$ cat src/rtl/kcfg_pkg.sv
package kcfg_pkg;
    typedef enum logic [1:0] {
        ACC_B1 = 2'd0,
        ACC_B2 = 2'd1,
        ACC_B4 = 2'd2,
        ACC_B8 = 2'd3
    } acc_size_e;

    localparam int unsigned LANES = 8;

    function automatic int unsigned acc_bytes(acc_size_e s);
        return 32'd1 << s;
    endfunction
endpackage

$ cat src/rtl/cfg_item_map.sv
module cfg_item_map #(
    parameter int unsigned OFS_W  = 8,
    parameter int unsigned N_GEN  = 8,
    parameter int unsigned N_ARCH = 4
) (
    input  logic [15:0]      key,
    output logic [OFS_W-1:0] len
);
    logic [13:0] idx;
    logic        arch;
    logic        unused_wr_flag;

    assign idx            = key[13:0];
    assign arch           = key[15];
    assign unused_wr_flag = key[14];

    always_comb begin
        len = '0;
        if (!arch) begin
            if (idx < 14'd2)
                len = OFS_W'(4);
            else if (32'(idx) < N_GEN)
                len = OFS_W'(32'(idx) * 3);
        end else begin
            if (32'(idx) < N_ARCH)
                len = OFS_W'(32'(idx) * 2 + 5);
        end
    end
endmodule

$ cat src/rtl/cfg_item_byte.sv
module cfg_item_byte #(
    parameter int unsigned OFS_W     = 8,
    parameter logic [31:0] SIG       = 32'h4B43_4647,
    parameter logic        FEAT_BULK = 1'b1
) (
    input  logic [15:0]    key,
    input  logic [OFS_W:0] pos,
    output logic [7:0]     val
);
    localparam logic [31:0] FEAT_WORD = {30'd0, FEAT_BULK, 1'b1};

    logic [13:0] idx;
    logic        unused_wr_flag;
    logic [7:0]  sig_b;
    logic [7:0]  feat_b;

    assign idx            = key[13:0];
    assign unused_wr_flag = key[14];

    always_comb begin
        case (pos[1:0])
            2'd0:    sig_b = SIG[31:24];
            2'd1:    sig_b = SIG[23:16];
            2'd2:    sig_b = SIG[15:8];
            default: sig_b = SIG[7:0];
        endcase
        case (pos[1:0])
            2'd0:    feat_b = FEAT_WORD[7:0];
            2'd1:    feat_b = FEAT_WORD[15:8];
            2'd2:    feat_b = FEAT_WORD[23:16];
            default: feat_b = FEAT_WORD[31:24];
        endcase
    end

    always_comb begin
        if (key[15])
            val = 8'(32'h80 + 32'(idx) * 16 + 32'(pos));
        else if (idx == 14'd0)
            val = sig_b;
        else if (idx == 14'd1)
            val = feat_b;
        else
            val = 8'(32'(idx) * 16 + 32'(pos));
    end
endmodule

$ cat src/rtl/cfg_lane.sv
module cfg_lane #(
    parameter int unsigned OFS_W     = 8,
    parameter int unsigned LANE      = 0,
    parameter logic [31:0] SIG       = 32'h4B43_4647,
    parameter logic        FEAT_BULK = 1'b1
) (
    input  logic [15:0]      key,
    input  logic [OFS_W-1:0] off,
    input  logic [OFS_W-1:0] len,
    input  logic             lane_en,
    output logic [7:0]       lane_byte
);
    logic [OFS_W:0] pos;
    logic [7:0]     raw;

    assign pos = {1'b0, off} + (OFS_W+1)'(LANE);

    cfg_item_byte #(
        .OFS_W(OFS_W), .SIG(SIG), .FEAT_BULK(FEAT_BULK)
    ) u_byte (
        .key(key), .pos(pos), .val(raw)
    );

    assign lane_byte = (lane_en && (pos < {1'b0, len})) ? raw : 8'h00;
endmodule

$ cat src/rtl/keyed_cfg_port.sv
module keyed_cfg_port #(
    parameter int unsigned OFS_W     = 8,
    parameter int unsigned N_GEN     = 8,
    parameter int unsigned N_ARCH    = 4,
    parameter logic [31:0] SIG       = 32'h4B43_4647,
    parameter logic        FEAT_BULK = 1'b1
) (
    input  logic        clk,
    input  logic        rst_n,
    input  logic        sel_we,
    input  logic [15:0] sel_wdata,
    input  logic        dat_re,
    input  logic        dat_we,
    input  logic [1:0]  dat_size,
    input  logic [63:0] dat_wdata,
    output logic [63:0] dat_rdata,
    output logic        dat_rvalid
);
    import kcfg_pkg::*;

    localparam int unsigned DW = 8 * LANES;

    typedef struct packed {
        logic [15:0]      key;
        logic [OFS_W-1:0] off;
        logic [DW-1:0]    rdata;
        logic             rvalid;
    } state_t;

    state_t s_d, s_q;

    logic [OFS_W-1:0]       cur_len;
    logic [LANES-1:0]       lane_en;
    logic [LANES-1:0][7:0]  lane_b;
    logic [DW-1:0]          lane_vec;
    logic [OFS_W:0]         adv_sum;
    logic                   unused_wr;

    assign unused_wr = ^{dat_we, dat_wdata};

    cfg_item_map #(
        .OFS_W(OFS_W), .N_GEN(N_GEN), .N_ARCH(N_ARCH)
    ) u_map (
        .key(s_q.key), .len(cur_len)
    );

    for (genvar k = 0; k < LANES; k++) begin : g_lane
        assign lane_en[k] = (k < acc_bytes(acc_size_e'(dat_size)));

        cfg_lane #(
            .OFS_W(OFS_W), .LANE(k), .SIG(SIG), .FEAT_BULK(FEAT_BULK)
        ) u_lane (
            .key(s_q.key), .off(s_q.off), .len(cur_len),
            .lane_en(lane_en[k]), .lane_byte(lane_b[k])
        );

        assign lane_vec[8*k +: 8] = lane_b[k];
    end

    assign adv_sum = {1'b0, s_q.off} + (OFS_W+1)'(acc_bytes(acc_size_e'(dat_size)));

    always_comb begin
        s_d        = s_q;
        s_d.rvalid = 1'b0;
        if (sel_we) begin
            s_d.key = sel_wdata;
            s_d.off = '0;
        end else if (dat_re) begin
            s_d.rdata  = lane_vec;
            s_d.rvalid = 1'b1;
            s_d.off    = (adv_sum > {1'b0, cur_len}) ? cur_len : adv_sum[OFS_W-1:0];
        end
    end

    always_ff @(posedge clk or negedge rst_n) begin
        if (!rst_n)
            s_q <= '0;
        else
            s_q <= s_d;
    end

    assign dat_rdata  = s_q.rdata;
    assign dat_rvalid = s_q.rvalid;

    assert_rewind_R2: assert property (@(posedge clk) disable iff (!rst_n)
        sel_we |=> (s_q.off == '0) && !dat_rvalid);

    assert_rvalid_R3: assert property (@(posedge clk) disable iff (!rst_n)
        (dat_re && !sel_we) |=> dat_rvalid);

    assert_no_stray_valid_R3: assert property (@(posedge clk) disable iff (!rst_n)
        !(dat_re && !sel_we) |=> !dat_rvalid);

    assert_off_sat_R5: assert property (@(posedge clk) disable iff (!rst_n)
        s_q.off <= cur_len);

    assert_zero_past_end_R5: assert property (@(posedge clk) disable iff (!rst_n)
        (dat_re && !sel_we && (s_q.off >= cur_len)) |=> (dat_rdata == '0));

    assert_write_noop_R10: assert property (@(posedge clk) disable iff (!rst_n)
        (dat_we && !dat_re && !sel_we) |=> $stable(s_q.off) && $stable(s_q.key));
endmodule

$ cat config.mk
export PLATFORM = sky130hd
export DESIGN_NAME = keyed_cfg_port
export DESIGN_NICKNAME = d
export VERILOG_FILES = /design/src/rtl/kcfg_pkg.sv /design/src/rtl/cfg_item_map.sv /design/src/rtl/cfg_item_byte.sv /design/src/rtl/cfg_lane.sv /design/src/rtl/keyed_cfg_port.sv
export SDC_FILE = /design/constraint.sdc
export NUM_CORES = 1
export LEC_CHECK = 0
export BUFFER_PORTS_ARGS = -buffer_cell sky130_fd_sc_hd__buf_4
export CAP_MARGIN = 20
export CORE_UTILIZATION = 50
export DETAILED_ROUTE_END_ITERATION = 12
export PLACE_DENSITY_LB_ADDON = 0.12
export REMOVE_ABC_BUFFERS = 1
export SYNTH_ARGS = -nofsm -noshare
export SYNTH_HDL_FRONTEND = slang
export SYNTH_SLANG_ARGS = --single-unit
$ cat constraint.sdc
create_clock -name clk -period 5.28 [get_ports clk]
set_input_delay 0.528 -clock clk [delete_from_list [all_inputs] [get_ports clk]]
set_output_delay 0.528 -clock clk [all_outputs]
set_load 0.1 [all_outputs]
==> metrics.cfg, run 1 <==
[status]
status = finished, final reports clean

[clocking]
clk_latency_ps = 350
cts.clk_slew.worst_paths_ps = 70
numCtsBuffers = 9
cts_setup_buffers = 0
cts_tree = done
ctsHoldBuffers = 0
cts_max_path_buffers = 2
htree_levels = 3
clock_sinks = 88
root_buffer = clkbuf_16
cts-resized-gates = 0

[run]
maxCapViolations = 0

[timing]
final_hold_viol_count = 0
timing.fmax_mhz = 202
maxSlewViolCount = 0
fin_worst_skew_ps = 12.6
final-setup-viol-count = 0
max-slew-margin-rel = 0.271
rsz0062_at_grt = false
period_needed_ps = 4950
fin_tns_setup_ps = 0
tightestPinTransition_ps = 1090
finalCritPeriodShare = 0.938

[floorplanning]
io_pins = 152
fp.dieH_um = 126
die-area_mm2 = 0.0159
die_w_um = 126
rows = 44
start_util = 0.520
core-area_mm2 = 0.0148

[synth]
synth_edf_count = 0
ys_seq_area_frac = 0.287
yosys-top-cells-count = ha_1, nand2_1, dfrtp_1
synth_largest_area_cell = dfrtp_1
netlist_area_mm2 = 0.00768
synthMostInstantiatedCell = ha_1
netlist.area_leader.share = 0.287
async_reset_ff_frac = 1.00
synthCells = 850
syn_area_per_cell_um2 = 9.03
ys.warnings.count = 0
synth_top_cells_by_area = dfrtp_1, ha_1, xnor2_1, nand2_1, xor2_1
ys_types = 82
synth_ff_type = dfrtp_1
ys_ff_latch = 88

[worst_setup_path]
r2r_start = s_q[75]
slowest_stage = dfrtp_1
r2r-end = dat_rdata[31]
critPathMostFrequentCell = ha_1
critical_path.cell_chain = inv_1, ha_1, a211oi_1, o21bai_1, a21oi_1, xnor2_1, a22oi_1, ha_1, nand4_1, o21ai_0, a2111oi_0, nand2_1, o41ai_1
ff2ff_setup_slack_ps = 330
worstSetupPathType = flop to flop
path_buf_inv = 1
cp_max_fo = 12
worstPathArrival_ps = 5190
cp.required_ps = 5510
path_delay_family = compound AO/OA/AOI/OAI gates
start_kind = flop
crit_path_end_kind = flop
r2r_cells = 13
startpoint = s_q[75]
cp_slowest_stage_delay_ps = 860

[finish]
num-nets-final = 1127
fill_cells = 1291
fin_area_mm2 = 0.00883
final_layout_size_suffix_gt1_frac = 0.160
syn2layout_area_growth_pct = 15.0
antenna_cells = 0

[global_routing]
grt_max_degree = 89
track_usage = 0.306
grt_pass1_wl_mm = 37.2
grt_pass1_vias = 6881
grt_antenna_before_repair = 0
grt.overflow.total = 0

[route]
viasPerCell = 6.30
wl_mm = 23.6
first_iter_violations = 508
antenna_left = 0
route.vias.total = 7001
drt-pass1-iter-count = 7
drcViolationCount = 0
wl_per_cell_um = 21.3

[placed_design]
gp_congestion = 0.922
hpwl_mm = 17.1
placed_cell_area_mm2 = 0.00848
port_buffers = 85

[pwr]
p_seq_frac = 0.218
power_leakage_nw = 4.26
p_clk_frac = 0.170
p_sw_w = 0.00221
p_per_area_mw_per_mm2 = 472
p_int_w = 0.00196
p_comb_frac = 0.612
ir_drop_uv = 257
p_sw_frac = 0.530
finalPower_w = 0.00417

[min_path]
hold_class = input port to asynchronous set/reset pin

-- placed cells by master, fill, tap and decap left out, types with 29 or more instances in the layout --
| cell type | instances |
|---|---|
| ha_1 | 108 |
| nand2_1 | 101 |
| buf_4 | 100 |
| dfrtp_1 | 88 |
| nor2_1 | 52 |
| o21ai_0 | 46 |
| a21oi_1 | 46 |
| inv_1 | 45 |
| xnor2_1 | 44 |
| o31ai_1 | 29 |
-- power groups by stage --
stage	Combinational, W	Clock (W)	Sequential (W)
2_1_floorplan	0.00105	0	0.00175
3_3_place_gp	0.00247	0	0.000913
3_5_place_dp	0.00252	0	0.000921
4_1_cts	0.00253	0.000720	0.000909
5_1_grt	0.00272	0.000747	0.000927
6_report	0.00255	0.000711	0.000909
-- metal layers --
layer  up-vias  wire length (um)  global-route usage  part of all wire
met5         -                 0                   0                 0
met4         0              1110               0.142             0.047
met3        81              1650              0.0484             0.070
met2       292             10800               0.492              0.46
met1      3387             10100               0.404              0.43
li1       3241                 -                   -                 -
-- sequential cells by signal (all words and copies together), names as in the netlist --
signal and flops:
dat_rdata 64, dat_rvalid 1, s_q 23
-- through the flow --
step                std cells  setup slack (ps)   util  hold slack, ps
finish                   1111               325  0.598             159
global route             1111               149  0.598             201
CTS                      1110               357  0.597             374
detailed placement       1094               393  0.575             463
global placement         1094               699  0.575             462
floorplan                 810              1100      -             232
-- how the worst max path moves through the flow --
stage,endpoint,depth (start not counted),slack (ps)
after global routing,dat_rdata[29],13,150
after floorplan,s_q[66],14,1100
after CTS,dat_rdata[31],13,360
after global placement,dat_rdata[31],13,700
final,dat_rdata[31],13,330
after detailed placement,dat_rdata[31],13,390
-- cell families (layout without fill, tap and decap cells) --
kind of cell	count (synthesis)	count (layout)	synth area share
xor+xnor	73	73	0.0833
buf+inv	87	164	0.0476
compound gates	235	235	0.218
fa+ha+maj	118	118	0.202
flops	88	88	0.287
mux	9	9	0.0127
simple gates	240	240	0.149
-- final cells by class --
class | instances | area (um^2) | share of cell area
Sequential cell | 88 | 2200 | 0.249
Inverter | 47 | 176 | 0.0200
Tap cell | 184 | 230 | 0.0261
Multi-Input combinational cell | 675 | 5120 | 0.580
Timing Repair Buffer | 101 | 778 | 0.0881
Clock inverter | 6 | 92.6 | 0.0105
Clock buffer | 10 | 229 | 0.0259
Power figures use the tool's default switching activity.
==> inputs of run 2 (changes only) <==
==> constraint.sdc (replaced) <==
create_clock -name clk -period 5.28 [get_ports clk]
set_input_delay 1.056 -clock clk [delete_from_list [all_inputs] [get_ports clk]]
set_output_delay 1.056 -clock clk [all_outputs]
set_load 0.1 [all_outputs]
==> metrics.cfg, run 2 (synthesized netlist as in run 1, its figures left out) <==
[status]
status = finished, final reports clean

[route]
viasPerCell = 6.23
drt-pass1-iter-count = 6
first_iter_violations = 405
route.vias.total = 6917
wl_mm = 23.3
drcViolationCount = 0
wl_per_cell_um = 21.0
antenna_left = 0

[global_routing]
grt.overflow.total = 0
track_usage = 0.304
grt_pass1_vias = 6980
grt_max_degree = 93
grt_pass1_wl_mm = 37.1
grt_antenna_before_repair = 0

[floorplanning]
start_util = 0.520
rows = 44
io_pins = 152
die-area_mm2 = 0.0159
core-area_mm2 = 0.0148
fp.dieH_um = 126
die_w_um = 126

[worst_setup_path]
ff2ff_setup_slack_ps = 600
r2r_start = s_q[75]
r2r-end = s_q[66]
start_kind = flop
worstPathArrival_ps = 4960
crit_path_end_kind = flop
cp_max_fo = 12
critical_path.cell_chain = inv_1, ha_1, a211oi_1, o21bai_1, a21oi_1, xnor2_1, a22oi_1, buf_4, ha_1, nand4_1, or2_2, a32o_1, or2_2, a211o_1, a21oi_1
cp.required_ps = 5560
cp_slowest_stage_delay_ps = 870
r2r_cells = 15
worstSetupPathType = flop to flop
slowest_stage = dfrtp_1
path_buf_inv = 2
path_delay_family = compound AO/OA/AOI/OAI gates

[finish]
mostFrequentLayoutCells = ha_1, nand2_1, buf_4, dfrtp_1, nor2_1
fin_cells = 1110
final_layout_size_suffix_gt1_frac = 0.160
multi_input_area_mm2 = 0.00512
antenna_cells = 0
fill_cells = 1290
layout_commonest_cell = ha_1
num-nets-final = 1126
syn2layout_area_growth_pct = 15.0
largest_reg_flops = 64
area.sequential_mm2 = 0.00220

[placed_design]
hpwl_mm = 17.0
gp_congestion = 0.920
dp.cells = 1093
port_buffers = 85

[pwr]
p_per_area_mw_per_mm2 = 472
ir_drop_uv = 255
power_leakage_nw = 4.25

[timing]
timing.fmax_mhz = 214
max-slew-margin-rel = 0.246
final-setup-viol-count = 0
tightestPinTransition_ps = 1130
final_hold_viol_count = 0
fin_tns_setup_ps = 0
fin_worst_skew_ps = 9.55
rsz0062_at_grt = false
finalCritPeriodShare = 0.887
period_needed_ps = 4680
hold_ws_ps = 478
maxSlewViolCount = 0

[clocking]
clock_sinks = 88
numCtsBuffers = 9
root_buffer = clkbuf_16
clk_latency_ps = 350
cts.clk_slew.worst_paths_ps = 70
cts_setup_buffers = 0
cts-resized-gates = 0
htree_levels = 3
cts_max_path_buffers = 2
ctsHoldBuffers = 0
cts_tree = done

[min_path]
hold_start = dat_rdata[33]
hold_class = flop to flop
whs_endpoint = dat_rdata[33]
hold_depth = 2

[run]
maxCapViolations = 0

-- run 2: cell type report --
cell class,instances,area share
multi-input cells,675,0.580
well taps,184,0.0261
repair buffers,100,0.0873
clock inverters,6,0.0103
inverters,47,0.0200
clock buffers,10,0.0271
flip-flops and latches,88,0.249
-- run 2: tightest hold or removal path: cells and delay by family, from the launching register on --
family           cells  cell delay, ps
AO/OA/AOI/OAI        1              50
flip-flops           1             340
AND/OR/NAND/NOR      1              50
-- run 2: per-stage QoR --
stage	util	area [um^2]	worst slack [ps]	total power, W
2_1_floorplan	-	7490	1050	0.00280
3_3_place_gp	0.574	8470	783	0.00337
3_5_place_dp	0.574	8470	707	0.00344
4_1_cts	0.597	8800	664	0.00416
5_1_grt	0.599	8830	418	0.00440
6_report	0.599	8830	599	0.00416
-- run 2: layer usage --
metal  part of all wire  global-route usage
met5                  0                   0
met4              0.044               0.148
met3              0.059              0.0514
met2               0.47               0.503
met1               0.43               0.384
-- run 2: report_power, final --
| part | internal (W) | switching [W] |
|---|---|---|
| clock network | 0.000429 | 0.000284 |
| registers | 0.000807 | 0.000118 |
| logic | 0.000735 | 0.00179 |
| total | 0.00197 | 0.00219 |
-- run 2: worst max-delay path by stage --
stage,startpoint,end,slack (ps),cells after the start
finish,s_q[75],s_q[66],600,15
global route,s_q[75],dat_rdata[29],420,13
CTS,s_q[75],s_q[66],660,15
detailed placement,s_q[75],s_q[66],710,15
global placement,dat_size[0],s_q[66],780,16
floorplan,sel_we,dat_rdata[51],1050,5
==> inputs of run 3 (changes only) <==
==> constraint.sdc (replaced) <==
create_clock -name clk -period 5.91 [get_ports clk]
set_input_delay 1.182 -clock clk [delete_from_list [all_inputs] [get_ports clk]]
set_output_delay 1.182 -clock clk [all_outputs]
set_load 0.01 [all_outputs]
==> metrics.cfg, run 3 (synthesized netlist as in run 1, its figures left out) <==
[timing]
fin_tns_setup_ps = 0
fin_worst_skew_ps = 10.2
tightestPinTransition_ps = 1110
timing.fmax_mhz = 217
finalCritPeriodShare = 0.781
maxSlewViolCount = 0
final_hold_viol_count = 0
period_needed_ps = 4610
rsz0062_at_grt = false
max-slew-margin-rel = 0.260
fin_ws_ps = 1300
final-setup-viol-count = 0

[route]
wl_per_cell_um = 20.9
viasPerCell = 6.25
route.vias.total = 6918
drcViolationCount = 0
first_iter_violations = 392
wl_mm = 23.2
drt-pass1-iter-count = 5
antenna_left = 0

[pwr]
p_seq_frac = 0.288
p_comb_frac = 0.513
power_leakage_nw = 4.22
p_per_area_mw_per_mm2 = 338
p_sw_w = 0.00126
p_clk_frac = 0.200
p_int_w = 0.00170
p_sw_frac = 0.425
ir_drop_uv = 247

[placed_design]
port_buffers = 85
gp_congestion = 0.909
pre_cts_ws_ps = 1260
hpwl_mm = 16.8

[worst_setup_path]
start_kind = flop
ff2ff_setup_slack_ps = 1300
worstPathArrival_ps = 4840
r2r_cells = 11
r2r_start = s_q[75]
crit_end = dat_rdata[15]
cp.required_ps = 6140
crit_path_end_kind = flop
cp_max_fo = 12
worstSetupPathType = flop to flop
startpoint = s_q[75]
r2r-end = dat_rdata[15]

[floorplanning]
io_pins = 152
fp.dieH_um = 126
start_util = 0.520
die_w_um = 126
core-area_mm2 = 0.0148
die-area_mm2 = 0.0159
rows = 44

[clocking]
cts_tree = done
numCtsBuffers = 9
cts_max_path_buffers = 2
cts.clk_slew.worst_paths_ps = 70
htree_levels = 3
cts_setup_buffers = 0
root_buffer = clkbuf_16
cts-resized-gates = 0
clk_latency_ps = 360
ctsHoldBuffers = 0
clock_sinks = 88

[global_routing]
grt_pass1_wl_mm = 36.9
track_usage = 0.302
grt.overflow.total = 0
grt_max_degree = 93
grt_pass1_vias = 6874
grt_antenna_before_repair = 0

[finish]
final_layout_size_suffix_gt1_frac = 0.155
antenna_cells = 0
layout_commonest_cell = ha_1
mostFrequentLayoutCells = ha_1, nand2_1, buf_4, dfrtp_1, nor2_1
largest_reg_flops = 64
num-nets-final = 1123
syn2layout_area_growth_pct = 14.3

[status]
status = finished, final reports clean

[min_path]
hold_depth = 2
hold_class = flop to flop

[run]
maxCapViolations = 0

run 3: changes by cell type in the layout (fill, tap and decap cells not counted):
cell	change
bufinv_16	-1
buf_4	-3
clkinvlp_4	-1
clkinv_4	+1
clkbuf_1	+2
inv_6	-1
run 3: per-stage QoR:
stage,area [um^2],instances,hold WS [ps],util,total power (W)
after floorplan,7490,810,507,-,0.00182
after global placement,8450,1090,461,0.573,0.00230
after detailed placement,8450,1090,466,0.573,0.00236
after CTS,8750,1106,486,0.593,0.00296
after global routing,8780,1107,496,0.595,0.00317
final,8780,1107,479,0.595,0.00296
run 3: power groups by stage:
stage          registers (W)  logic, W  clock network (W)
2_1_floorplan       0.000882  0.000939                  0
3_3_place_gp        0.000852   0.00145                  0
3_5_place_dp        0.000862   0.00149                  0
4_1_cts             0.000850   0.00151           0.000603
5_1_grt             0.000867   0.00168           0.000626
6_report            0.000853   0.00152           0.000592
run 3: final cells by class:
cell class / count / area, um^2
flip-flops and latches: 88 / 2200
clock buffers: 12 / 246
clock inverters: 4 / 53.8
repair buffers: 97 / 748
multi-input cells: 675 / 5120
well taps: 184 / 230
fillers: 1321 / 5980
inverters: 47 / 176
run 3: worst min-delay path by stage:
stage / slack, ps / start / end
floorplan: 510 / s_q[80] / s_q[80]
global placement: 460 / dat_rdata[45] / dat_rdata[45]
detailed placement: 470 / dat_rdata[45] / dat_rdata[45]
CTS: 490 / dat_rdata[60] / dat_rdata[60]
global route: 500 / dat_rdata[37] / dat_rdata[37]
finish: 480 / dat_rdata[45] / dat_rdata[45]
run 3: critical path: stages (launching register included):
cell       delay, ps
dfrtp_1          660
inv_1            210
ha_1             220
and2b_2          270
or2b_2           350
nor2_1           340
a22oi_1          390
ha_1             410
a2111oi_1        780
o221a_2          340
a211oi_2          90
o41ai_1          440
run 3: per-layer routing:
| metal | wire [um] | track usage | vias up |
|---|---|---|---|
| li1 | - | - | 3231 |
| met1 | 10100 | 0.395 | 3376 |
| met2 | 10700 | 0.493 | 248 |
| met3 | 1420 | 0.0501 | 63 |
| met4 | 892 | 0.130 | 0 |
| met5 | 0 | 0 | - |
